[src/rtl/dag_pkg.sv]
package dag_pkg;
  localparam int unsigned NUM_BANKS = 2;

  typedef enum logic [2:0] {
    WR_IDX  = 3'd0,
    WR_MOD  = 3'd1,
    WR_LEN  = 3'd2,
    WR_BASE = 3'd3,
    WR_PAGE = 3'd4
  } wr_kind_e;
endpackage

[src/rtl/dag_modulo.sv]
module dag_modulo #(
  parameter int unsigned IDX_W = 16
) (
  input  logic [IDX_W-1:0] idx_i,
  input  logic [IDX_W-1:0] delta_i,
  input  logic [IDX_W-1:0] base_i,
  input  logic [IDX_W-1:0] len_i,
  output logic [IDX_W-1:0] nxt_o
);
  localparam int unsigned EW = IDX_W + 2;

  logic [EW-1:0] sum, lo, hi, dn, up;

  always_comb begin
    sum = {2'b00, idx_i} + {{2{delta_i[IDX_W-1]}}, delta_i};
    lo  = {2'b00, base_i};
    hi  = {2'b00, base_i} + {2'b00, len_i};
    dn  = sum - {2'b00, len_i};
    up  = sum + {2'b00, len_i};
    if (len_i == '0)                    nxt_o = sum[IDX_W-1:0];
    else if ($signed(sum) >= $signed(hi)) nxt_o = dn[IDX_W-1:0];
    else if ($signed(sum) < $signed(lo))  nxt_o = up[IDX_W-1:0];
    else                                nxt_o = sum[IDX_W-1:0];
  end
endmodule

[src/rtl/dag_bank.sv]
module dag_bank
  import dag_pkg::*;
#(
  parameter int unsigned IDX_W  = 16,
  parameter int unsigned PAGE_W = 8,
  parameter int unsigned N_PTR  = 4,
  parameter int unsigned SEL_W  = 2
) (
  input  logic                         clk_i,
  input  logic                         rst_ni,
  input  logic                         wr_en_i,
  input  logic [2:0]                   wr_kind_i,
  input  logic [SEL_W-1:0]             wr_sel_i,
  input  logic [IDX_W-1:0]             wr_data_i,
  input  logic                         upd_en_i,
  input  logic [SEL_W-1:0]             upd_sel_i,
  input  logic [IDX_W-1:0]             upd_val_i,
  output logic [N_PTR-1:0][IDX_W-1:0]  idx_o,
  output logic [N_PTR-1:0][IDX_W-1:0]  mod_o,
  output logic [N_PTR-1:0][IDX_W-1:0]  len_o,
  output logic [N_PTR-1:0][IDX_W-1:0]  base_o,
  output logic [PAGE_W-1:0]            page_o
);
  for (genvar p = 0; p < N_PTR; p++) begin : g_reg
    logic hit;
    assign hit = wr_en_i && (wr_sel_i == SEL_W'(p));

    always_ff @(posedge clk_i or negedge rst_ni) begin
      if (!rst_ni) begin
        idx_o[p]  <= '0;
        mod_o[p]  <= '0;
        len_o[p]  <= '0;
        base_o[p] <= '0;
      end else begin
        // explicit write has priority over a post-modify update
        if (hit && wr_kind_i == WR_IDX)                 idx_o[p] <= wr_data_i;
        else if (upd_en_i && upd_sel_i == SEL_W'(p))    idx_o[p] <= upd_val_i;
        if (hit && wr_kind_i == WR_MOD)  mod_o[p]  <= wr_data_i;
        if (hit && wr_kind_i == WR_LEN)  len_o[p]  <= wr_data_i;
        if (hit && wr_kind_i == WR_BASE) base_o[p] <= wr_data_i;
      end
    end
  end

  always_ff @(posedge clk_i or negedge rst_ni) begin
    if (!rst_ni)                             page_o <= '0;
    else if (wr_en_i && wr_kind_i == WR_PAGE) page_o <= wr_data_i[PAGE_W-1:0];
  end
endmodule

[src/rtl/dag_top.sv]
module dag_top
  import dag_pkg::*;
#(
  parameter int unsigned IDX_W  = 16,
  parameter int unsigned PAGE_W = 8,
  parameter int unsigned N_PTR  = 4,
  parameter int unsigned IMM_W  = 8,
  localparam int unsigned SEL_W  = $clog2(N_PTR),
  localparam int unsigned ADDR_W = PAGE_W + IDX_W
) (
  input  logic              clk_i,
  input  logic              rst_ni,
  input  logic              op_valid_i,
  input  logic [SEL_W-1:0]  op_ptr_i,
  input  logic              op_pre_i,
  input  logic              op_use_imm_i,
  input  logic [SEL_W-1:0]  op_mod_sel_i,
  input  logic [IMM_W-1:0]  op_imm_i,
  input  logic              wr_en_i,
  input  logic [2:0]        wr_kind_i,
  input  logic [SEL_W-1:0]  wr_sel_i,
  input  logic [IDX_W-1:0]  wr_data_i,
  input  logic              bank_swap_i,
  output logic              addr_valid_o,
  output logic [ADDR_W-1:0] addr_o
);
  logic                        act_q;
  logic [N_PTR-1:0][IDX_W-1:0] bk_idx  [NUM_BANKS];
  logic [N_PTR-1:0][IDX_W-1:0] bk_mod  [NUM_BANKS];
  logic [N_PTR-1:0][IDX_W-1:0] bk_len  [NUM_BANKS];
  logic [N_PTR-1:0][IDX_W-1:0] bk_base [NUM_BANKS];
  logic [PAGE_W-1:0]           bk_page [NUM_BANKS];

  logic [N_PTR-1:0][IDX_W-1:0] idx_act;
  logic [IDX_W-1:0] cur_idx, cur_base, cur_len, delta, nxt_idx;
  logic [PAGE_W-1:0] cur_page;
  logic upd_en;

  assign upd_en = op_valid_i && !op_pre_i;

  for (genvar b = 0; b < NUM_BANKS; b++) begin : g_bank
    dag_bank #(
      .IDX_W(IDX_W), .PAGE_W(PAGE_W), .N_PTR(N_PTR), .SEL_W(SEL_W)
    ) u_bank (
      .clk_i     (clk_i),
      .rst_ni    (rst_ni),
      .wr_en_i   (wr_en_i && (act_q == 1'(b))),
      .wr_kind_i (wr_kind_i),
      .wr_sel_i  (wr_sel_i),
      .wr_data_i (wr_data_i),
      .upd_en_i  (upd_en && (act_q == 1'(b))),
      .upd_sel_i (op_ptr_i),
      .upd_val_i (nxt_idx),
      .idx_o     (bk_idx[b]),
      .mod_o     (bk_mod[b]),
      .len_o     (bk_len[b]),
      .base_o    (bk_base[b]),
      .page_o    (bk_page[b])
    );
  end

  always_comb begin
    idx_act  = bk_idx[act_q];
    cur_idx  = idx_act[op_ptr_i];
    cur_base = bk_base[act_q][op_ptr_i];
    cur_len  = bk_len[act_q][op_ptr_i];
    cur_page = bk_page[act_q];
    delta    = op_use_imm_i ? {{(IDX_W-IMM_W){op_imm_i[IMM_W-1]}}, op_imm_i}
                            : bk_mod[act_q][op_mod_sel_i];
  end

  dag_modulo #(.IDX_W(IDX_W)) u_modulo (
    .idx_i   (cur_idx),
    .delta_i (delta),
    .base_i  (cur_base),
    .len_i   (cur_len),
    .nxt_o   (nxt_idx)
  );

  always_ff @(posedge clk_i or negedge rst_ni) begin
    if (!rst_ni) begin
      act_q        <= 1'b0;
      addr_valid_o <= 1'b0;
      addr_o       <= '0;
    end else begin
      act_q        <= act_q ^ bank_swap_i;
      addr_valid_o <= op_valid_i;
      if (op_valid_i) addr_o <= {cur_page, op_pre_i ? nxt_idx : cur_idx};
    end
  end

  // checking helpers
  logic [IDX_W:0]   win_hi;
  logic [IDX_W-1:0] delta_mag;
  logic             in_win, small_step;
  assign win_hi     = {1'b0, cur_base} + {1'b0, cur_len};
  assign delta_mag  = delta[IDX_W-1] ? (~delta + 1'b1) : delta;
  assign in_win     = (cur_len != '0) && (cur_idx >= cur_base) && ({1'b0, cur_idx} < win_hi);
  assign small_step = delta_mag < cur_len;

  assert_valid_follows_op_R12: assert property (@(posedge clk_i) disable iff (!rst_ni)
    op_valid_i |=> addr_valid_o);
  assert_no_valid_without_op_R12: assert property (@(posedge clk_i) disable iff (!rst_ni)
    !op_valid_i |=> !addr_valid_o);
  assert_page_on_top_R9: assert property (@(posedge clk_i) disable iff (!rst_ni)
    op_valid_i |=> addr_o[ADDR_W-1:IDX_W] == $past(cur_page));
  assert_stays_in_window_R6: assert property (@(posedge clk_i) disable iff (!rst_ni)
    (op_valid_i && in_win && small_step) |->
      (nxt_idx >= cur_base) && ({1'b0, nxt_idx} < win_hi));
  assert_pre_keeps_index_R3: assert property (@(posedge clk_i) disable iff (!rst_ni)
    (op_valid_i && op_pre_i && !bank_swap_i && !(wr_en_i && wr_kind_i == WR_IDX)) |=>
      idx_act[$past(op_ptr_i)] == $past(cur_idx));
  assert_write_wins_R11: assert property (@(posedge clk_i) disable iff (!rst_ni)
    (wr_en_i && wr_kind_i == WR_IDX && !bank_swap_i) |=>
      idx_act[$past(wr_sel_i)] == $past(wr_data_i));
endmodule

[config.mk]
export PLATFORM = sky130hd
export DESIGN_NAME = dag_top
export DESIGN_NICKNAME = d
export VERILOG_FILES = /design/src/rtl/dag_pkg.sv /design/src/rtl/dag_modulo.sv /design/src/rtl/dag_bank.sv /design/src/rtl/dag_top.sv
export SDC_FILE = /design/constraint.sdc
export NUM_CORES = 1
export LEC_CHECK = 0
export BUFFER_PORTS_ARGS = -buffer_cell sky130_fd_sc_hd__buf_2
export CAP_MARGIN = 20
export CORE_UTILIZATION = 65
export CTS_CLUSTER_DIAMETER = 120
export DETAILED_ROUTE_END_ITERATION = 16
export GPL_ROUTABILITY_DRIVEN = 0
export GPL_TIMING_DRIVEN = 0
export HOLD_SLACK_MARGIN = 0.06
export MAX_ROUTING_LAYER = met4
export PLACE_DENSITY_LB_ADDON = 0.15
export RECOVER_POWER = 50
export SLEW_MARGIN = 5
export SYNTH_ARGS = -nofsm -noshare
export SYNTH_HDL_FRONTEND = slang
export SYNTH_SLANG_ARGS = --single-unit
[constraint.sdc]
create_clock -name clk_i -period 19.7 [get_ports clk_i]
set_input_delay 0.985 -clock clk_i [delete_from_list [all_inputs] [get_ports clk_i]]
set_output_delay 0.985 -clock clk_i [all_outputs]
set_load 0.005 [all_outputs]
# [Word-level counts from Yosys, hierarchy flattened]
# Cells that the tools add are included.
[word_totals] elab_cells=171 input_bits=40 register_bits=554
[op_classes] bitwise_logic=3 addsub=4 reduce_logical=68 eq_ne=10 n_mux=44 order_cmp=5
[ops] operator="64-bit 2-to-1 mux" count=12
[ops] operator="16-bit 2-to-1 mux" count=25
[ops] operator="16-bit binary-select mux with 2-bit select" count=4
[ops] operator="1-bit logical AND" count=55
[ops] operator="8-bit 2-to-1 mux" count=3
[ops] operator="17-bit by 16-bit adder with 18-bit output" count=1
[ops] operator="18-bit >= comparator" count=1
[ops] operator="18-bit by 17-bit < comparator with 1-bit output" count=1
[ops] operator="16-bit by 16-bit adder with 17-bit output" count=1
[ops] operator="16-bit adder" count=1
[ops] operator="16-bit logical NOT" count=1
[ops] operator="2-bit nonzero test" count=8
[ops] operator="16-bit subtractor" count=1
[ops] operator="2-bit == test (second input constant)" count=4
[ops] operator="3-bit by 2-bit == test with 1-bit output (second input constant)" count=2
[ops] operator="2-bit by 3-bit < comparator with 1-bit output (second input constant)" count=2
[ops] operator="2-bit by 1-bit == test with 1-bit output (second input constant)" count=2
[ops] operator="2-bit logical NOT" count=2
[ops] operator="3-bit by 1-bit == test with 1-bit output (second input constant)" count=1
[ops] operator="3-bit == test (second input constant)" count=1
[ops] operator="3-bit logical NOT" count=1
[ops] operator="2-bit >= comparator (second input constant)" count=1
[ops] operator="1-bit inverter with 2-bit output" count=1
[ops] operator="1-bit logical NOT" count=1
[ops] operator="other kinds (2)" count=2

# [Longest topological paths before layout]
# Gate-level depths: netlist of the first run.
[depth] depth_word=14 depth_mapped=30 ltp_nobuf=25

# [Modules after synthesis]
# Synthesis of the first run repeated with hierarchy kept, for this count alone.
[unflattened] hier_cells=2405 hier_area_um2=31365.1
[by_module_without_submodules] module="dag_bank" area_each_um2=10799.1 seq_area_each_um2=6606.3 n_inst=2 cells_per_inst=664
[by_module_without_submodules] module="dag_top" area_each_um2=5546.6 seq_area_each_um2=650.6 n_inst=1 cells_per_inst=498
[by_module_without_submodules] module="dag_modulo" area_each_um2=4220.3 seq_area_each_um2=0.0 n_inst=1 cells_per_inst=579

# [Worst setup path before layout of the first run]
# OpenSTA, ideal clock, no wires.
[synth_timing] path_kind="input to register" start="input op_ptr_i[1]" end="register g_bank[0].u_bank.idx_o[53] (netlist bit)" path_stages=26 path_buffers=6 arrival_time_ns=7.335 setup_time_ns=0.139 path_slack_ns=12.226 required_ns=19.561 path_cell_list="clkbuf_1 clkbuf_1 clkbuf_1 buf_1 clkbuf_1 mux2_2 ha_1 fa_1 a211oi_1 o21bai_1 a21oi_1 xor2_1 ha_1 a211oi_1 o21ai_0 a41o_1 a221oi_1 o21ai_0 a311o_1 maj3_2 o211a_1 nand2_1 clkbuf_4 nor2_1 a221oi_4 o21ai_1"
[synth_between] elab_chain_len=9 word_cells_on_any_way=21
[synth_rtl] item="start, declared" line_no="dag_top.sv:14" rtl="input logic [SEL_W-1:0] op_ptr_i,"
[synth_rtl] item="16-bit binary-select mux with 2-bit select" line_no="dag_top.sv:64" rtl="cur_idx = idx_act[op_ptr_i];"
[synth_rtl] item="16-bit 2-to-1 mux (not written as such)" line_no="dag_top.sv:64"
[synth_rtl] item="17-bit by 16-bit adder with 18-bit output" line_no="dag_modulo.sv:15" rtl="sum = {2'b00, idx_i} + {{2{delta_i[IDX_W-1]}}, delta_i};"
[synth_rtl] item="16-bit adder / 18-bit by 17-bit < comparator with 1-bit output (equally long branches)" line_no="dag_modulo.sv:19, dag_modulo.sv:22"
[synth_rtl] item="16-bit 2-to-1 mux" line_no="dag_modulo.sv:22" rtl="else if ($signed(sum) < $signed(lo)) nxt_o = up[IDX_W-1:0];"
[synth_rtl] item="16-bit 2-to-1 mux" line_no="dag_modulo.sv:21" rtl="else if ($signed(sum) >= $signed(hi)) nxt_o = dn[IDX_W-1:0];"
[synth_rtl] item="16-bit 2-to-1 mux" line_no="dag_modulo.sv:20" rtl="if (len_i == '0) nxt_o = sum[IDX_W-1:0];"
[synth_rtl] item="16-bit 2-to-1 mux" line_no="dag_bank.sv:37" rtl="else if (upd_en_i && upd_sel_i == SEL_W'(p)) idx_o[p] <= upd_val_i;"
[synth_rtl] item="16-bit 2-to-1 mux" line_no="dag_bank.sv:36" rtl="if (hit && wr_kind_i == WR_IDX) idx_o[p] <= wr_data_i;"
[synth_rtl] item="end signal, assigned by index" line_no="dag_bank.sv:36"
[synth_rtl] item="end signal, assigned by index" line_no="dag_bank.sv:37"
[synth_rtl] item="end, declared" line_no="dag_bank.sv:18" rtl="output logic [N_PTR-1:0][IDX_W-1:0] idx_o,"
# Several ways; a longest one is shown, not always the timed one. The select of a mux whose other input is x is not followed.
# A chain may end at the register's enable or synchronous reset.

# [Worst setup path in the final report of the first run]
[layout_timing] start="register act_q" end="register g_bank[0].u_bank.idx_o[0] (netlist bit)"
[layout_between] elab_chain_len=14 word_cells_on_any_way=41
[layout_rtl] item="start, declared" line_no="dag_top.sv:27" rtl="logic act_q;"
[layout_rtl] item="start signal, assigned" line_no="dag_top.sv:86" rtl="act_q <= act_q ^ bank_swap_i;"
[layout_rtl] item="1-bit inverter with 2-bit output (not written as such)"
[layout_rtl] item="64-bit 2-to-1 mux (not written as such) (3 in series)" line_no="dag_top.sv:69" rtl=": bk_mod[act_q][op_mod_sel_i];"
[layout_rtl] item="16-bit binary-select mux with 2-bit select" line_no="dag_top.sv:69"
[layout_rtl] item="16-bit 2-to-1 mux (not written as such)" line_no="dag_top.sv:69"
[layout_rtl] item="16-bit 2-to-1 mux" line_no="dag_top.sv:68" rtl="delta = op_use_imm_i ? {{(IDX_W-IMM_W){op_imm_i[IMM_W-1]}}, op_imm_i}"
[layout_rtl] item="17-bit by 16-bit adder with 18-bit output" line_no="dag_modulo.sv:15"
[layout_rtl] item="16-bit adder / 18-bit by 17-bit < comparator with 1-bit output (equally long branches)" line_no="dag_modulo.sv:19, dag_modulo.sv:22"
[layout_rtl] item="16-bit 2-to-1 mux" line_no="dag_modulo.sv:22"
[layout_rtl] item="16-bit 2-to-1 mux" line_no="dag_modulo.sv:21"
[layout_rtl] item="16-bit 2-to-1 mux" line_no="dag_modulo.sv:20"
[layout_rtl] item="16-bit 2-to-1 mux" line_no="dag_bank.sv:37"
[layout_rtl] item="16-bit 2-to-1 mux" line_no="dag_bank.sv:36"
# Several ways; a longest one is shown, not always the timed one. The select of a mux whose other input is x is not followed.

==> flow_summary_export.csv, run 1 <==
group,metric,value,unit
clock_network,htreeDepth,2,
timing,slew_headroom,-3.31,
placed_design,portBuffers,57,
clock_network,post_cts_buffers,0,
cells_and_area,area_growth,11.0,%
timing,post-route-min-period,10.81,ns
min_path,hold_path_class,"in -> reg",
power,ir_drop,0.000158,V
power,p_leak,14.8,nW
yosys,ys.warnings.count,0,
die,dieArea,45600,um^2
drt,remaining_drc_errors,0,
cells_and_area,regArea,13900,um^2
drt,drt-total-wl,82.3,mm
cells_and_area,insertedDiodeCount,0,
global_route,antenna_found_initial,0,
global_route,grt_first_pass_wirelength,127,mm
timing,setup-tns-final,0,ns
worst_setup_path,critical-path-max-stage-delay,0.83,ns
timing,finalCritPeriodShare,0.549,
placed_design,place_hpwl,60.5,mm
die,core_area,44200,um^2
placed_design,post-place-cells,2928,
global_route,grt_max_degree,129,
worst_setup_path,endpoint_kind,"register",
timing,tightestPinTransition,6.46,ns
yosys,syn_nets,2402,
worst_setup_path,cpLargestDelayFamily,"compound AO/OA/AOI/OAI gates",
worst_setup_path,cp_max_fo,10,
drt,antenna_left,0,
timing,fmax,0.0925,GHz
drt,viasPerCell,6.85,
yosys,netlist-cell-type-count,78,
yosys,synth.avg_cell_area,12.8,um^2
cells_and_area,n_fill_cell,2856,
global_route,grt_overflow,0,
drt,num_vias,20800,
yosys,synth_edf_count,0,
clock_network,cts_resized,0,
drt,drt-initial-drc-count,2202,
worst_setup_path,reg2reg_depth,26,
worst_setup_path,path_buf_inv,4,
cells_and_area,fin_nets,2529,
timing,hold_viol,0,
timing,setup_viol,0,
min_path,min_path_cells,1,
yosys,synthArstFlopShare,1.00,
clock_network,tritoncts,"yes",
clock_network,clk_latency,0.65,ns
die,ios,65,
die,die_w,214,um
die,num_rows,77,
global_route,grt_pass1_vias,21300,
worst_setup_path,path_class,"reg -> reg",
timing,slew_viol_final,336,
cells_and_area,final_cell_count_no_fill,3033,
worst_setup_path,slowest_stage,"clkbuf_1",
clock_network,cts_root_buf,"clkbuf_16",
yosys,synth_flop_cell,"dfrtp_1",
die,start_util,0.658,
yosys,synth_largest_area_cell,"dfrtp_1",
drt,wl_per_cell,27.1,um
yosys,synth_area_leaders,"dfrtp_1 48%, mux2_2 16%, mux4_2 9.8%",
cells_and_area,multi_input_area,14400,um^2
run,drv_cap,3,
worst_setup_path,crit_top_cell,"clkbuf_1",
worst_setup_path,worst-path-stages,26,
yosys,syn_inst,2268,
power,power_density,192,nW/um^2
worst_setup_path,cp.required,20.16,ns
cells_and_area,drive_above_1_share,0.297,
clock_network,clk_path_buf_depth,3,
die,chipHeight,214,um
yosys,synth_seq_cells,554,
drt,dr.pass1.iters,6,
worst_setup_path,cp.arrival,11.27,ns
timing,fin_skew,0.0364,ns
run_status,violations,"max-capacitance violations, max-slew violations",
placed_design,placed_area,30300,um^2
yosys,seq_area_frac_synth,0.476,
cells_and_area,final_area,32300,um^2
yosys,synth_top_cell_area_share,0.476,
clock_network,cts_hold_buf,0,
timing,rsz0062_at_grt,"no",
run_status,status,"complete, but fails checks",
global_route,grt_usage,0.387,
clock_network,clk_pin_slew,0.06,ns
clock_network,cts_sinks,554,
yosys,syn_area,29100,um^2
worst_setup_path,crit_path_start_kind,"register",
clock_network,numCtsBuffers,56,
-- cell families (layout without fill, tap and decap cells) --
| kind of cell | count (synthesis) | in the layout | share of synthesized area |
|---|---|---|---|
| compound gates | 488 | 488 | 0.113 |
| xor+xnor | 55 | 55 | 0.0168 |
| fa+ha+maj | 95 | 95 | 0.0418 |
| buf+inv | 220 | 393 | 0.0290 |
| flops | 554 | 554 | 0.476 |
| mux | 594 | 594 | 0.277 |
| simple gates | 262 | 262 | 0.0455 |
-- path summary, 6_finish.rpt --
check / startpoint / to / slack, ns
worst max-delay path: act_q / g_bank[0].u_bank.idx_o[0] / 8.89
min in group asynchronous: rst_ni / g_bank[0].u_bank.idx_o[18] / 2.02
max in group asynchronous: rst_ni / g_bank[0].u_bank.mod_o[17] / 9.73
worst min-delay path: op_valid_i / addr_valid_o / 0.46
worst min register to register: g_bank[0].u_bank.mod_o[43] / g_bank[0].u_bank.mod_o[43] / 0.50
worst max register to register: act_q / g_bank[0].u_bank.idx_o[0] / 8.89
-- synthesized netlist by cell type, types with 7 or more instances --
master,n
dfrtp_1,554
o21ai_1,45
mux2i_1,47
ha_1,90
a22oi_1,144
a21o_1,12
xnor2_1,29
nand2_1,59
nand3_1,12
nor2b_1,16
a21oi_1,64
nor3_1,20
o21ai_0,141
nand2b_1,15
inv_1,54
xor2_1,25
a211oi_1,13
nor2_1,83
clkbuf_1,148
nor3b_1,7
mux4_2,127
nor4_1,9
mux2_2,419
buf_1,10
-- cell usage in the layout, fill, tap and decap left out, types with 6 or more instances in the layout --
master     count
o21ai_1       45
buf_1         10
ha_1          90
a22oi_1      144
nor4_1         7
xnor2_1       29
o21ai_0      141
nor3_1        20
nor2_1        83
clkinv_2       8
dfrtp_1      554
clkbuf_8      20
mux2i_1       47
nor3b_1        7
a21o_1        12
nor2b_1       16
nand2b_1      15
buf_8          6
clkbuf_16     57
a21oi_1       64
a211oi_1      13
bufinv_16      6
nand3_1       12
buf_2         40
o21a_1         6
nand2_1       59
clkbuf_1     180
xor2_1        25
nand3b_1       6
mux4_2       127
mux2_2       419
inv_1         54
o21bai_1       6
nand4_1        6
-- final cells by class --
cell class,count,area share
well taps,592,0.0229
multi-input cells,1494,0.446
flip-flops and latches,554,0.429
repair buffers,69,0.0132
clock inverters,19,0.00945
inverters,55,0.00639
plain buffers,165,0.0197
clock buffers,85,0.0536
-- per-layer routing --
| layer | vias to the layer above | track usage | wire length, um |
|---|---|---|---|
| li1 | 8761 | - | - |
| met1 | 10800 | 0.490 | 32500 |
| met2 | 937 | 0.612 | 39800 |
| met3 | 261 | 0.0678 | 5980 |
| met4 | 0 | 0.177 | 4000 |
| met5 | - | - | 0 |
-- per-stage QoR --
| stage | power, mW | util | hold WS, ns | setup WS, ns |
|---|---|---|---|---|
| global route | 6.58 | 0.731 | 0.452 | 7.69 |
| global placement | 4.85 | 0.681 | 0.481 | 7.02 |
| floorplan | 4.11 | - | 0.468 | 12.23 |
| detailed placement | 5.00 | 0.686 | 0.486 | 9.29 |
| CTS | 6.16 | 0.732 | 0.395 | 9.42 |
| finish | 6.22 | 0.731 | 0.458 | 8.89 |
-- where the power goes --
group	total, mW	internal (mW)	switching (mW)
clock network	1.16	0.687	0.469
logic	3.35	1.37	1.98
registers	1.71	1.51	0.200
total	6.22	3.57	2.65
-- state kept, by name, summed over array words and instances, names as in the netlist --
name,flops
act_q,1
addr_o,24
addr_valid_o,1
g_bank.u_bank.base_o,128
g_bank.u_bank.idx_o,128
g_bank.u_bank.len_o,128
g_bank.u_bank.mod_o,128
g_bank.u_bank.page_o,16
Note: power is estimated with default switching activity, not from simulation.
==> run 2: changes to the inputs <==
Settings changed: CORE_UTILIZATION 65 to 63.
Clock period 19.7 ns to 11.2 ns, I/O delays scaled along.
==> run 2 against run 1 <==
- die area increased by 3.1%
- utilization decreased by 2.0 points
- setup slack got worse by 8.1 ns
- final area about the same
- routed wire length decreased by 1.2%
- maximum frequency increased by 3.7%
- the flow still finishes with violations (max-capacitance violations, max-slew violations)
- via count decreased by 0.99%
- critical path type unchanged
- clock-buffer cell count decreased by 4
- flip-flop and latch count unchanged
- non-clock buffer count increased by 2
==> flow_summary_export.csv, run 2 (same netlist as run 1, synthesis figures left out) <==
group,metric,value,unit
die,dieArea,47100,um^2
power,pwr-share-clk,0.187,
global_route,grt_max_degree,123,
cells_and_area,fin_nets,2530,
die,ios,65,
clock_network,tritoncts,"yes",
cells_and_area,mostFrequentLayoutCells,"554 x dfrtp_1, 419 x mux2_2, 177 x clkbuf_1",
worst_setup_path,cp.arrival,10.90,ns
drt,num_vias,20600,
min_path,min_path_cells,2,
timing,hold_viol,0,
worst_setup_path,cp.required,11.68,ns
global_route,grt_pass1_vias,21400,
cells_and_area,drive_above_1_share,0.297,
cells_and_area,final_common_cell,"dfrtp_1",
cells_and_area,n_fill_cell,3166,
global_route,grt_first_pass_wirelength,126,mm
global_route,antenna_found_initial,2,
placed_design,dpl_worst_slack,0.979,ns
run_status,violations,"max-capacitance violations, max-slew violations",
drt,viasPerCell,6.76,
clock_network,cts_hold_buf,2,
clock_network,cts_sinks,554,
clock_network,clk_latency,0.64,ns
clock_network,clk_path_buf_depth,3,
clock_network,cts_root_buf,"clkbuf_16",
worst_setup_path,path_class,"reg -> reg",
drt,antenna_left,0,
worst_setup_path,cp_max_fo,10,
power,switching_share,0.425,
timing,fmax,0.0960,GHz
power,power_density,338,nW/um^2
die,die_w,217,um
power,internal-power,6.29,mW
cells_and_area,utilization,0.711,
die,core_area,45500,um^2
placed_design,place_hpwl,60.4,mm
drt,wl_per_cell,26.7,um
die,chipHeight,217,um
worst_setup_path,endpoint_kind,"register",
power,p_seq_frac,0.275,
timing,hold_ws,0.113,ns
power,ir_drop,0.000230,V
worst_setup_path,crit_path_start_kind,"register",
clock_network,cts_resized,0,
timing,finalCritPeriodShare,0.930,
timing,setup_viol,0,
timing,worst_slack,0.782,ns
clock_network,post_cts_buffers,0,
placed_design,portBuffers,57,
timing,slew_headroom,-3.25,
die,num_rows,78,
run_status,status,"complete, but fails checks",
global_route,grt_overflow,0,
die,start_util,0.640,
worst_setup_path,reg2reg_depth,26,
drt,drt-initial-drc-count,1802,
timing,setup-tns-final,0,ns
clock_network,clk_pin_slew,0.06,ns
power,switchingPower,4.64,mW
min_path,hold_path_class,"in -> reg",
drt,drt-total-wl,81.3,mm
drt,dr.pass1.iters,7,
clock_network,htreeDepth,2,
global_route,grt_usage,0.368,
timing,post-route-min-period,10.42,ns
power,finalPower,10.9,mW
timing,slew_viol_final,325,
run,drv_cap,3,
timing,rsz0062_at_grt,"no",
power,p_leak,14.8,nW
timing,tightestPinTransition,6.38,ns
cells_and_area,area_growth,11.1,%
timing,fin_skew,0.0191,ns
power,p_comb_frac,0.539,
drt,remaining_drc_errors,0,
clock_network,numCtsBuffers,55,
==> run 2: critical path: stages, from the launching register on <==
cell and delay (ns):
dfrtp_1 0.37, buf_2 0.35, clkbuf_1 0.71, buf_1 0.62
clkbuf_1 0.80, mux4_2 0.61, mux2i_1 0.16, o21ai_0 0.29
ha_1 0.36, fa_1 0.47, a21oi_1 0.27, o22ai_1 0.17
o31ai_1 0.83, xnor2_1 0.41, ha_1 0.43, nand3_1 0.07
nor2_1 0.18, o21ai_0 0.26, o211ai_1 0.29, or3b_1 0.39
a21oi_2 0.17, o311ai_1 0.12, a41oi_2 0.54, nand2_2 0.19
nand2_8 0.21, mux2i_1 0.75, o21ai_1 0.17
==> run 2: cell type report <==
class	instances	area, um^2	area share
Buffer	165	637	0.0197
Multi-Input combinational cell	1494	14400	0.446
Inverter	55	206	0.00639
Clock inverter	21	405	0.0125
Sequential cell	554	13900	0.429
Clock buffer	81	1600	0.0496
Timing Repair Buffer	71	444	0.0137
Antenna cell	1	2.50	0.0000774
Tap cell	600	751	0.0232
==> run 2: path summary, 6_finish.rpt <==
path                                               endpoint  slack [ns]                  startpoint
worst max-delay path              g_bank[1].u_bank.idx_o[0]        0.78                       act_q
worst min-delay path                                  act_q        0.11                 bank_swap_i
worst max register to register    g_bank[1].u_bank.idx_o[0]        0.78                       act_q
worst min register to register   g_bank[1].u_bank.base_o[0]        0.50  g_bank[1].u_bank.base_o[0]
max in group asynchronous       g_bank[0].u_bank.base_o[46]        2.13                      rst_ni
min in group asynchronous         g_bank[1].u_bank.idx_o[0]        0.76                      rst_ni
==> run 2: metal layers <==
metal / vias to the layer above / wire length (um) / GRT usage
met4: 0 / 3540 / 0.152
met1: 10700 / 32300 / 0.472
li1: 8757 / - / -
met2: 906 / 39400 / 0.582
met5: - / 0 / -
met3: 208 / 6100 / 0.0675
==> run 2: per-stage QoR <==
stage / instance area, um^2 / std cells
6_report: 32300 / 3042
5_1_grt: 32300 / 3042
4_1_cts: 32400 / 3040
3_5_place_dp: 30400 / 2936
3_3_place_gp: 30100 / 2925
2_1_floorplan: 29100 / 2268
==> run 2: power groups by stage <==
stage / logic, mW / clock network (mW) / registers [mW]
final: 5.89 / 2.04 / 3.00
after global routing: 6.37 / 2.13 / 3.07
after CTS: 5.82 / 2.05 / 2.99
after detailed placement: 5.79 / 0 / 3.01
after global placement: 5.57 / 0 / 2.97
after floorplan: 4.33 / 0 / 2.90
==> run 3: changes to the inputs <==
Settings changed: CTS_BUF_LIST set to sky130_fd_sc_hd__clkbuf_16, REMOVE_ABC_BUFFERS set to 1, SLEW_MARGIN 5 to 25.
==> run 3 against run 2 <==
- the run still ends with max-capacitance violations, max-slew violations left
- via count decreased by 4.4%
- setup slack gained 1.1 ns
- sequential share of layout area up 0.40 points
- first-iteration DRC count rose by 9.8%
- die area unchanged
- power decreased by 2.9%
- largest cell class unchanged
- highest routed layer unchanged
==> flow_summary_export.csv, run 3 (same netlist as run 1, synthesis figures left out) <==
group,metric,value,unit
die,ios,65,
timing,hold_viol,0,
global_route,antenna_found_initial,5,
clock_network,post_cts_buffers,0,
timing,finalCritPeriodShare,0.836,
timing,fmax,0.107,GHz
clock_network,cts_sinks,554,
run,drv_cap,3,
power,power_density,332,nW/um^2
placed_design,post-place-cells,2803,
timing,slew_headroom,-2.41,
die,num_rows,78,
cells_and_area,drive_above_1_share,0.335,
power,ir_drop,0.000282,V
timing,slew_viol_final,216,
timing,setup_viol,0,
clock_network,tritoncts,"yes",
drt,antenna_left,0,
global_route,grt_pass1_vias,20500,
die,core_area,45500,um^2
timing,post-route-min-period,9.36,ns
cells_and_area,regArea,13900,um^2
die,dieArea,47100,um^2
cells_and_area,multi_input_area,14500,um^2
die,chipHeight,217,um
timing,tightestPinTransition,5.11,ns
clock_network,cts_root_buf,"clkbuf_16",
worst_setup_path,cp.required,11.68,ns
cells_and_area,area_growth,10.0,%
cells_and_area,final_cell_count_no_fill,2911,
cells_and_area,fin_nets,2396,
drt,drt-initial-drc-count,1979,
run_status,violations,"max-capacitance violations, max-slew violations",
worst_setup_path,cp.arrival,9.84,ns
power,p_leak,14.7,nW
timing,rsz0062_at_grt,"no",
clock_network,numCtsBuffers,56,
cells_and_area,mostFrequentLayoutCells,"554 x dfrtp_1, 419 x mux2_2, 144 x a22oi_1",
placed_design,portBuffers,64,
clock_network,clk_path_buf_depth,3,
worst_setup_path,path_class,"reg -> reg",
run_status,status,"complete, but fails checks",
drt,drt-total-wl,76.1,mm
drt,wl_per_cell,26.1,um
clock_network,clk_latency,0.64,ns
global_route,grt_max_degree,97,
worst_setup_path,cp_max_fo,32,
timing,worst_slack,1.84,ns
drt,remaining_drc_errors,0,
clock_network,clk_pin_slew,0.06,ns
global_route,grt_overflow,0,
drt,num_vias,19700,
placed_design,dpl_worst_slack,2.49,ns
global_route,grt_usage,0.346,
timing,fin_skew,0.0337,ns
cells_and_area,final_common_cell,"dfrtp_1",
worst_setup_path,crit_path_start_kind,"register",
cells_and_area,n_fill_cell,3198,
worst_setup_path,endpoint_kind,"register",
drt,viasPerCell,6.76,
die,start_util,0.640,
placed_design,place_hpwl,49.5,mm
clock_network,htreeDepth,2,
die,die_w,217,um
drt,dr.pass1.iters,6,
min_path,hold_path_class,"in -> reg",
global_route,grt_first_pass_wirelength,120,mm
[run 3: path summary, 6_finish.rpt]
check | endpoint | slack, ns | startpoint | cells past startpoint
setup / recovery | g_bank[0].u_bank.idx_o[3] | 1.84 | act_q | 26
hold / removal | act_q | 0.1 | bank_swap_i | 2
setup reg to reg | g_bank[0].u_bank.idx_o[3] | 1.84 | act_q | 26
hold reg to reg | g_bank[0].u_bank.mod_o[29] | 0.50 | g_bank[0].u_bank.mod_o[29] | 1
max in group asynchronous | g_bank[0].u_bank.len_o[15] | 4.56 | rst_ni | 3
min in group asynchronous | g_bank[0].u_bank.base_o[7] | 0.99 | rst_ni | 2
[run 3: routing by layer]
metal / part of all wire / wire length [um] / GRT usage
met5: 0 / 0 / -
met4: 0.044 / 3310 / 0.148
met3: 0.065 / 4950 / 0.0556
met2: 0.47 / 35900 / 0.532
met1: 0.42 / 32000 / 0.462
[run 3: layout make-up]
| class | count | share of cell area |
|---|---|---|
| sequential | 554 | 0.433 |
| timing repair buffer | 101 | 0.0273 |
| inverter | 55 | 0.00645 |
| clock buffer | 57 | 0.0445 |
| tap | 600 | 0.0234 |
| multi-input combinational | 1494 | 0.453 |
| antenna | 6 | 0.000469 |
| clock inverter | 44 | 0.0114 |
[run 3: critical path, stage by stage, from the launching register on]
cell and delay (ns):
dfrtp_1 1.24, buf_16 0.34, buf_12 0.26, buf_12 0.27, mux4_2 0.53, mux2i_1 0.13
o21ai_0 0.30, ha_1 0.50, o21ai_0 0.12, nor2_1 0.21, o21a_1 0.14, nor2_1 0.07
o31ai_1 0.40, xor2_1 0.55, ha_1 0.36, a211oi_1 0.21, o21ai_0 0.12, a41o_1 0.24
a221oi_1 0.33, o21ai_0 0.17, a311o_1 0.39, maj3_2 0.35, o211a_1 0.30, nand2_1 0.57
nor3b_1 0.14, a221oi_2 0.66, o21ai_0 0.23
[run 3: per-stage QoR]
step	util	hold slack (ns)	cell area (um^2)	power [mW]	TNS, ns
2_1_floorplan	-	0.264	28500	7.22	-2.98
3_3_place_gp	0.649	0.481	29500	8.54	-1221.77
6_report	0.704	0.0979	32000	10.6	0
3_5_place_dp	0.666	0.451	30300	8.68	0
4_1_cts	0.705	0.0779	32100	10.6	0
5_1_grt	0.704	0.0910	32000	11.3	0
[run 3: timing repair]
action | CTS | global route
hold buffers | 1 | 0
resized for setup | 0 | 0
hold endpoints to repair | 33 | 0
[run 3: where the power goes]
| group | switching [mW] | internal, mW |
|---|---|---|
| clock | 0.800 | 1.04 |
| sequential | 0.353 | 2.65 |
| combinational | 3.37 | 2.40 |
| total | 4.53 | 6.09 |
